<file path="src/rtl/gpio_pkg.sv">
package gpio_pkg;
  localparam int GPIO_PINS       = 7;
  localparam int GPIO_ADDR_W     = 6;
  localparam int GPIO_DATA_W     = 8;
  localparam int GPIO_SYNC_DEPTH = 2;

  localparam logic [GPIO_ADDR_W-1:0] GPIO_PIN_ADDR   = 6'h10;
  localparam logic [GPIO_ADDR_W-1:0] GPIO_DIR_ADDR   = 6'h11;
  localparam logic [GPIO_ADDR_W-1:0] GPIO_LATCH_ADDR = 6'h12;

  typedef enum logic [1:0] {
    SEL_NONE  = 2'd0,
    SEL_PIN   = 2'd1,
    SEL_DIR   = 2'd2,
    SEL_LATCH = 2'd3
  } gpio_sel_e;
endpackage

</file>
<file path="src/rtl/gpio_rst_sync.sv">
module gpio_rst_sync #(
  parameter int STAGES = 2
) (
  input  logic clk,
  input  logic rst_n,
  output logic rst_sync_n
);
  logic [STAGES-1:0] chain_q;
  logic [STAGES-1:0] chain_d;

  always_comb begin
    chain_d = {chain_q[STAGES-2:0], 1'b1};
  end

  always_ff @(posedge clk or negedge rst_n) begin
    if (!rst_n) chain_q <= '0;
    else        chain_q <= chain_d;
  end

  assign rst_sync_n = chain_q[STAGES-1];
endmodule

</file>
<file path="src/rtl/gpio_addr_dec.sv">
module gpio_addr_dec
  import gpio_pkg::*;
#(
  parameter int                 ADDR_W     = GPIO_ADDR_W,
  parameter logic [ADDR_W-1:0]  PIN_ADDR   = GPIO_PIN_ADDR,
  parameter logic [ADDR_W-1:0]  DIR_ADDR   = GPIO_DIR_ADDR,
  parameter logic [ADDR_W-1:0]  LATCH_ADDR = GPIO_LATCH_ADDR
) (
  input  logic [ADDR_W-1:0] addr,
  output gpio_sel_e         sel
);
  always_comb begin
    if      (addr == LATCH_ADDR) sel = SEL_LATCH;
    else if (addr == DIR_ADDR)   sel = SEL_DIR;
    else if (addr == PIN_ADDR)   sel = SEL_PIN;
    else                         sel = SEL_NONE;
  end
endmodule

</file>
<file path="src/rtl/gpio_regs.sv">
module gpio_regs
  import gpio_pkg::*;
#(
  parameter int PINS = GPIO_PINS
) (
  input  logic            clk,
  input  logic            rst_sync_n,
  input  logic            we,
  input  gpio_sel_e       sel,
  input  logic [PINS-1:0] wdata,
  output logic [PINS-1:0] latch_q,
  output logic [PINS-1:0] dir_q
);
  logic            latch_en;
  logic            dir_en;
  logic [PINS-1:0] latch_d;
  logic [PINS-1:0] dir_d;

  always_comb begin
    latch_en = we && (sel == SEL_LATCH);
    dir_en   = we && (sel == SEL_DIR);
    latch_d  = latch_en ? wdata : latch_q;
    dir_d    = dir_en   ? wdata : dir_q;
  end

  always_ff @(posedge clk or negedge rst_sync_n) begin
    if (!rst_sync_n) begin
      latch_q <= '0;
      dir_q   <= '0;
    end else begin
      latch_q <= latch_d;
      dir_q   <= dir_d;
    end
  end
endmodule

</file>
<file path="src/rtl/gpio_in_sync.sv">
module gpio_in_sync #(
  parameter int PINS   = 7,
  parameter int STAGES = 2
) (
  input  logic            clk,
  input  logic            rst_sync_n,
  input  logic [PINS-1:0] pin_raw,
  output logic [PINS-1:0] pin_sync
);
  genvar g;
  generate
    for (g = 0; g < PINS; g++) begin : g_bit
      logic [STAGES-1:0] stage_q;
      logic [STAGES-1:0] stage_d;
      always_comb begin
        stage_d = {stage_q[STAGES-2:0], pin_raw[g]};
      end
      always_ff @(posedge clk or negedge rst_sync_n) begin
        if (!rst_sync_n) stage_q <= '0;
        else             stage_q <= stage_d;
      end
      assign pin_sync[g] = stage_q[STAGES-1];
    end
  endgenerate
endmodule

</file>
<file path="src/rtl/gpio_pad_ctrl.sv">
module gpio_pad_ctrl #(
  parameter int PINS = 7
) (
  input  logic            rst_n,
  input  logic [PINS-1:0] latch_q,
  input  logic [PINS-1:0] dir_q,
  output logic [PINS-1:0] pin_out,
  output logic [PINS-1:0] pin_oe,
  output logic [PINS-1:0] pin_pu
);
  genvar g;
  generate
    for (g = 0; g < PINS; g++) begin : g_pad
      logic drive;
      assign drive      = dir_q[g] & rst_n;
      assign pin_oe[g]  = drive;
      assign pin_out[g] = drive & latch_q[g];
      assign pin_pu[g]  = ~dir_q[g] & latch_q[g];
    end
  endgenerate
endmodule

</file>
<file path="src/rtl/gpio_port.sv">
module gpio_port
  import gpio_pkg::*;
#(
  parameter int                PINS       = GPIO_PINS,
  parameter int                ADDR_W     = GPIO_ADDR_W,
  parameter int                DATA_W     = GPIO_DATA_W,
  parameter int                SYNC_DEPTH = GPIO_SYNC_DEPTH,
  parameter logic [ADDR_W-1:0] PIN_ADDR   = GPIO_PIN_ADDR,
  parameter logic [ADDR_W-1:0] DIR_ADDR   = GPIO_DIR_ADDR,
  parameter logic [ADDR_W-1:0] LATCH_ADDR = GPIO_LATCH_ADDR
) (
  input  logic              clk,
  input  logic              rst_n,
  input  logic [ADDR_W-1:0] io_addr,
  input  logic              io_we,
  input  logic [DATA_W-1:0] io_wdata,
  output logic [DATA_W-1:0] io_rdata,
  output logic [PINS-1:0]   pin_out,
  output logic [PINS-1:0]   pin_oe,
  output logic [PINS-1:0]   pin_pu,
  input  logic [PINS-1:0]   pin_in
);
  logic            rst_sync_n;
  gpio_sel_e       sel;
  logic [PINS-1:0] latch_q;
  logic [PINS-1:0] dir_q;
  logic [PINS-1:0] pin_sync;

  generate
    if (PINS < DATA_W) begin : g_hi
      logic unused_wdata_hi;
      assign unused_wdata_hi = ^io_wdata[DATA_W-1:PINS];
    end
  endgenerate

  gpio_rst_sync #(.STAGES(2)) u_rst_sync (
    .clk        (clk),
    .rst_n      (rst_n),
    .rst_sync_n (rst_sync_n)
  );

  gpio_addr_dec #(
    .ADDR_W     (ADDR_W),
    .PIN_ADDR   (PIN_ADDR),
    .DIR_ADDR   (DIR_ADDR),
    .LATCH_ADDR (LATCH_ADDR)
  ) u_dec (
    .addr (io_addr),
    .sel  (sel)
  );

  gpio_regs #(.PINS(PINS)) u_regs (
    .clk        (clk),
    .rst_sync_n (rst_sync_n),
    .we         (io_we),
    .sel        (sel),
    .wdata      (io_wdata[PINS-1:0]),
    .latch_q    (latch_q),
    .dir_q      (dir_q)
  );

  gpio_in_sync #(.PINS(PINS), .STAGES(SYNC_DEPTH)) u_in_sync (
    .clk        (clk),
    .rst_sync_n (rst_sync_n),
    .pin_raw    (pin_in),
    .pin_sync   (pin_sync)
  );

  gpio_pad_ctrl #(.PINS(PINS)) u_pad (
    .rst_n   (rst_n),
    .latch_q (latch_q),
    .dir_q   (dir_q),
    .pin_out (pin_out),
    .pin_oe  (pin_oe),
    .pin_pu  (pin_pu)
  );

  always_comb begin
    unique case (sel)
      SEL_LATCH: io_rdata = DATA_W'(latch_q);
      SEL_DIR:   io_rdata = DATA_W'(dir_q);
      SEL_PIN:   io_rdata = DATA_W'(pin_sync);
      default:   io_rdata = '0;
    endcase
  end
endmodule

</file>
<file path="config.mk">
export PLATFORM = sky130hd
export DESIGN_NAME = gpio_port
export DESIGN_NICKNAME = d
export VERILOG_FILES = /design/src/rtl/gpio_pkg.sv /design/src/rtl/gpio_rst_sync.sv /design/src/rtl/gpio_addr_dec.sv /design/src/rtl/gpio_regs.sv /design/src/rtl/gpio_in_sync.sv /design/src/rtl/gpio_pad_ctrl.sv /design/src/rtl/gpio_port.sv
export SDC_FILE = /design/constraint.sdc
export NUM_CORES = 1
export LEC_CHECK = 0
export BUFFER_PORTS_ARGS = -buffer_cell sky130_fd_sc_hd__buf_2
export CORE_MARGIN = 2
export CORE_UTILIZATION = 44
export CTS_BUF_LIST = sky130_fd_sc_hd__clkbuf_16
export DETAILED_ROUTE_END_ITERATION = 7
export PLACE_DENSITY = 0.72
export SLEW_MARGIN = 20
export SYNTH_ARGS = -nofsm -noshare
export SYNTH_HDL_FRONTEND = slang
export SYNTH_SLANG_ARGS = --single-unit
</file>
<file path="constraint.sdc">
create_clock -name clk -period 1 [get_ports clk]
set_input_delay 0.05 -clock clk [delete_from_list [all_inputs] [get_ports clk]]
set_output_delay 0.05 -clock clk [all_outputs]
set_load 0.05 [all_outputs]
</file>
==> results by group <==
Status
  – Status: complete, but fails checks
  – Failing checks: setup timing

Die
  – Row count: 20
  – Core area: 3028 sq um
  – Die area: 3625 sq um
  – IO Pins: 53
  – Height of the die: 60.21 um
  – Initial Util: 45.91%
  – Chip width: 60.21 um

Min path
  – Hold Crit Class: primary input to flip-flop
  – Hold depth: 2
  – Hold Path End: u_regs.latch_q[4]
  – Worst hold start: io_wdata[4]

Synthesis
  – Most numerous cell in the Yosys netlist: dfrtp_1
  – Mapped Nets: 138
  – Post-synthesis cell count: 114
  – Synth cell types: 19
  – Number of synthesized flops with an enable pin: 0
  – Syn. warnings: 0
  – Post-Syn Area per Cell: 12.19 sq um
  – Mapped cell area: 1390 sq um
  – Ys async rst share: 100.0%
  – Flip-flop and latch count after synthesis: 30
  – Post-synth top area cell: dfrtp_1
  – Area contributors post-synth: dfrtp_1 54%, mux2_4 7.6%, mux2_2 5.7%, mux2i_1 5.0%, buf_4 4.3%
  – Sequential cell area fraction in the yosys report: 54.01%
  – Synth top area share: 54.01%
  – Main synth FF type: dfrtp_1
  – Most common library cells after synthesis: 30 x dfrtp_1, 8 x buf_4, 8 x nand2_1, 8 x nor2b_1

Detailed routing
  – Wire length per cell: 17.95 um
  – Vias: 1144
  – DRC: 0
  – Drt first-iter violations: 48
  – Drt pass-1 iters: 6
  – Total routed wirelength: 4128 um
  – Remaining antenna violation count: 0
  – DR vias/cell: 4.974

GRT
  – Total GRT Usage: 21.99%
  – Largest net degree at the start of global routing: 25
  – Initial antenna violation count: 0
  – Grt total ovfl: 0
  – Vias in the first global route: 1155
  – First-pass GRT wire length: 5609 um

Power
  – PnR Total Power: 3.908 mW
  – Pwr Density: 1594 nW/um^2
  – LEAKAGE: 1.168 nW
  – Worst vdd ir: 1321 uV

Critical path
  – CP endpoint kind: flip-flop
  – Crit path kind: primary input to flip-flop
  – Crit start category: primary input
  – R2R Path End: u_regs.dir_q[3]
  – Reg2reg start: u_regs.dir_q[3]
  – WP data required: 1.16 ns
  – CP startpoint: io_addr[5]
  – Critical-path maximum fanout: 7
  – Arrival time worst endpoint: 1.56 ns
  – R2r setup slk: -0.04 ns
  – Worst reg-to-reg path cell count: 3

STA
  – RSZ-0062 raised after global routing: true
  – Period utilization: 140.3%
  – Fin Clk Skew: 0.009840 ns
  – Fin crit period: 1.403 ns
  – Final worst setup slack: -0.4031 ns
  – Final Max Slew Viols: 0
  – Hold WS: 0.02707 ns
  – Final setup vio count: 42
  – F_max: 0.7127 GHz
  – Final Hold Fails: 0

Place
  – Port Buffers: 50
  – Gp weighted congestion: 0.8226
  – DPL Wire Length: 2176 um
  – Placed Cells: 211

Clock tree
  – CTS tree: done
  – CTS root buf: clkbuf_16
  – H-tree depth: 2
  – TritonCTS Buffers: 5
  – CTS max path bufs: 2
  – CTS clk-pin slew, worst paths: 0.06 ns
  – Clk sinks: 30
  – Clk_lat worst skew: 0.28 ns

Final layout
  – Final Instance Count excl. Fillers: 230
  – Core Util, Final: 80.95%
  – ANT cells: 0
  – P&R area growth vs syn: 76.33%
  – Nets: 209
  – Share of cells above drive strength 1: 67.74%

Flow run
  – Max Cap Violations: 0
[layout by cell type, fill, tap and decap left out, drive strengths merged, types with 7 or more instances in the layout]
master / Yosys / final
mux2: 14 / 14
dlygate4sd3: 0 / 8
dfrtp: 30 / 30
and3: 7 / 7
nor2b: 8 / 8
mux2i: 7 / 7
buf: 11 / 69
and2: 7 / 7
a21oi: 7 / 7
nand2: 8 / 8
or2: 7 / 7
[through the flow]
stage / area, sq um / setup WS [ns] / setup TNS [ns]
after floorplan: 1408 / -0.6214 / -12.08
after global placement: 1750 / -0.6416 / -11.32
after detailed placement: 1750 / -0.6718 / -11.72
after CTS: 2332 / -0.3744 / -9.238
after global routing: 2451 / -0.4274 / -11.34
final: 2451 / -0.4031 / -10.13
[worst max-delay path by stage]
stage	endpoint	slack [ns]	cells past startpoint
after global placement	u_regs.latch_q[4]	-0.64	5
after global routing	u_regs.latch_q[0]	-0.43	5
final	u_regs.latch_q[0]	-0.40	5
after floorplan	u_regs.latch_q[0]	-0.62	5
after CTS	u_regs.latch_q[3]	-0.37	5
after detailed placement	u_regs.latch_q[6]	-0.67	5
[critical path, cell delays in order]
cell and delay, ns:
buf_6 0.09, or4b_4 0.54, or3b_1 0.41, buf_6 0.16, mux2_4 0.31
[cell families after synthesis]
logic type	after synthesis	share of synthesized area [%]
and+or+nand+nor	40	17.55
DFF	30	54.01
muxes	21	18.27
buffers and inverters	14	7.110
AOI/OAI and AO/OA	7	2.520
other	2	0.5403
[area by class of cell]
| cell class | count | area [sq um] |
|---|---|---|
| Inverter | 1 | 3.754 |
| Sequential cell | 30 | 750.7 |
| Clock inverter | 3 | 12.51 |
| Timing Repair Buffer | 77 | 744.5 |
| Multi-Input combinational cell | 70 | 759.5 |
| Tap cell | 44 | 55.05 |
| Fill cell | 172 | 576.8 |
| Clock buffer | 5 | 125.1 |
[report_power, final]
part	switching [mW]	leakage (nW)	internal (mW)
clock network	0.502	0.0724	0.896
logic	0.537	0.723	0.546
registers	0.102	0.372	1.33
total	1.14	1.17	2.77
[registers in the layout, indices dropped and copies added (netlist names)]
name	flops
u_regs.dir_q	7
u_rst_sync.chain_q	2
u_in_sync.g_bit.stage_q	14
u_regs.latch_q	7
[per-layer routing]
layer	part of all wire [%]	track usage (%)
met5	0	0
met4	3.5	8.254
met3	3.2	4.762
met2	52	36.65
met1	41	27.82
[timing repair]
action	4_1_cts	5_1_grt
setup endpoints to repair	42	42
hold buffers	8	0
buffers inserted	1	7
pin swaps	7	10
resized for setup	105	24
hold endpoints to repair	9	0
No activity file was read; power rests on OpenSTA's default activity.
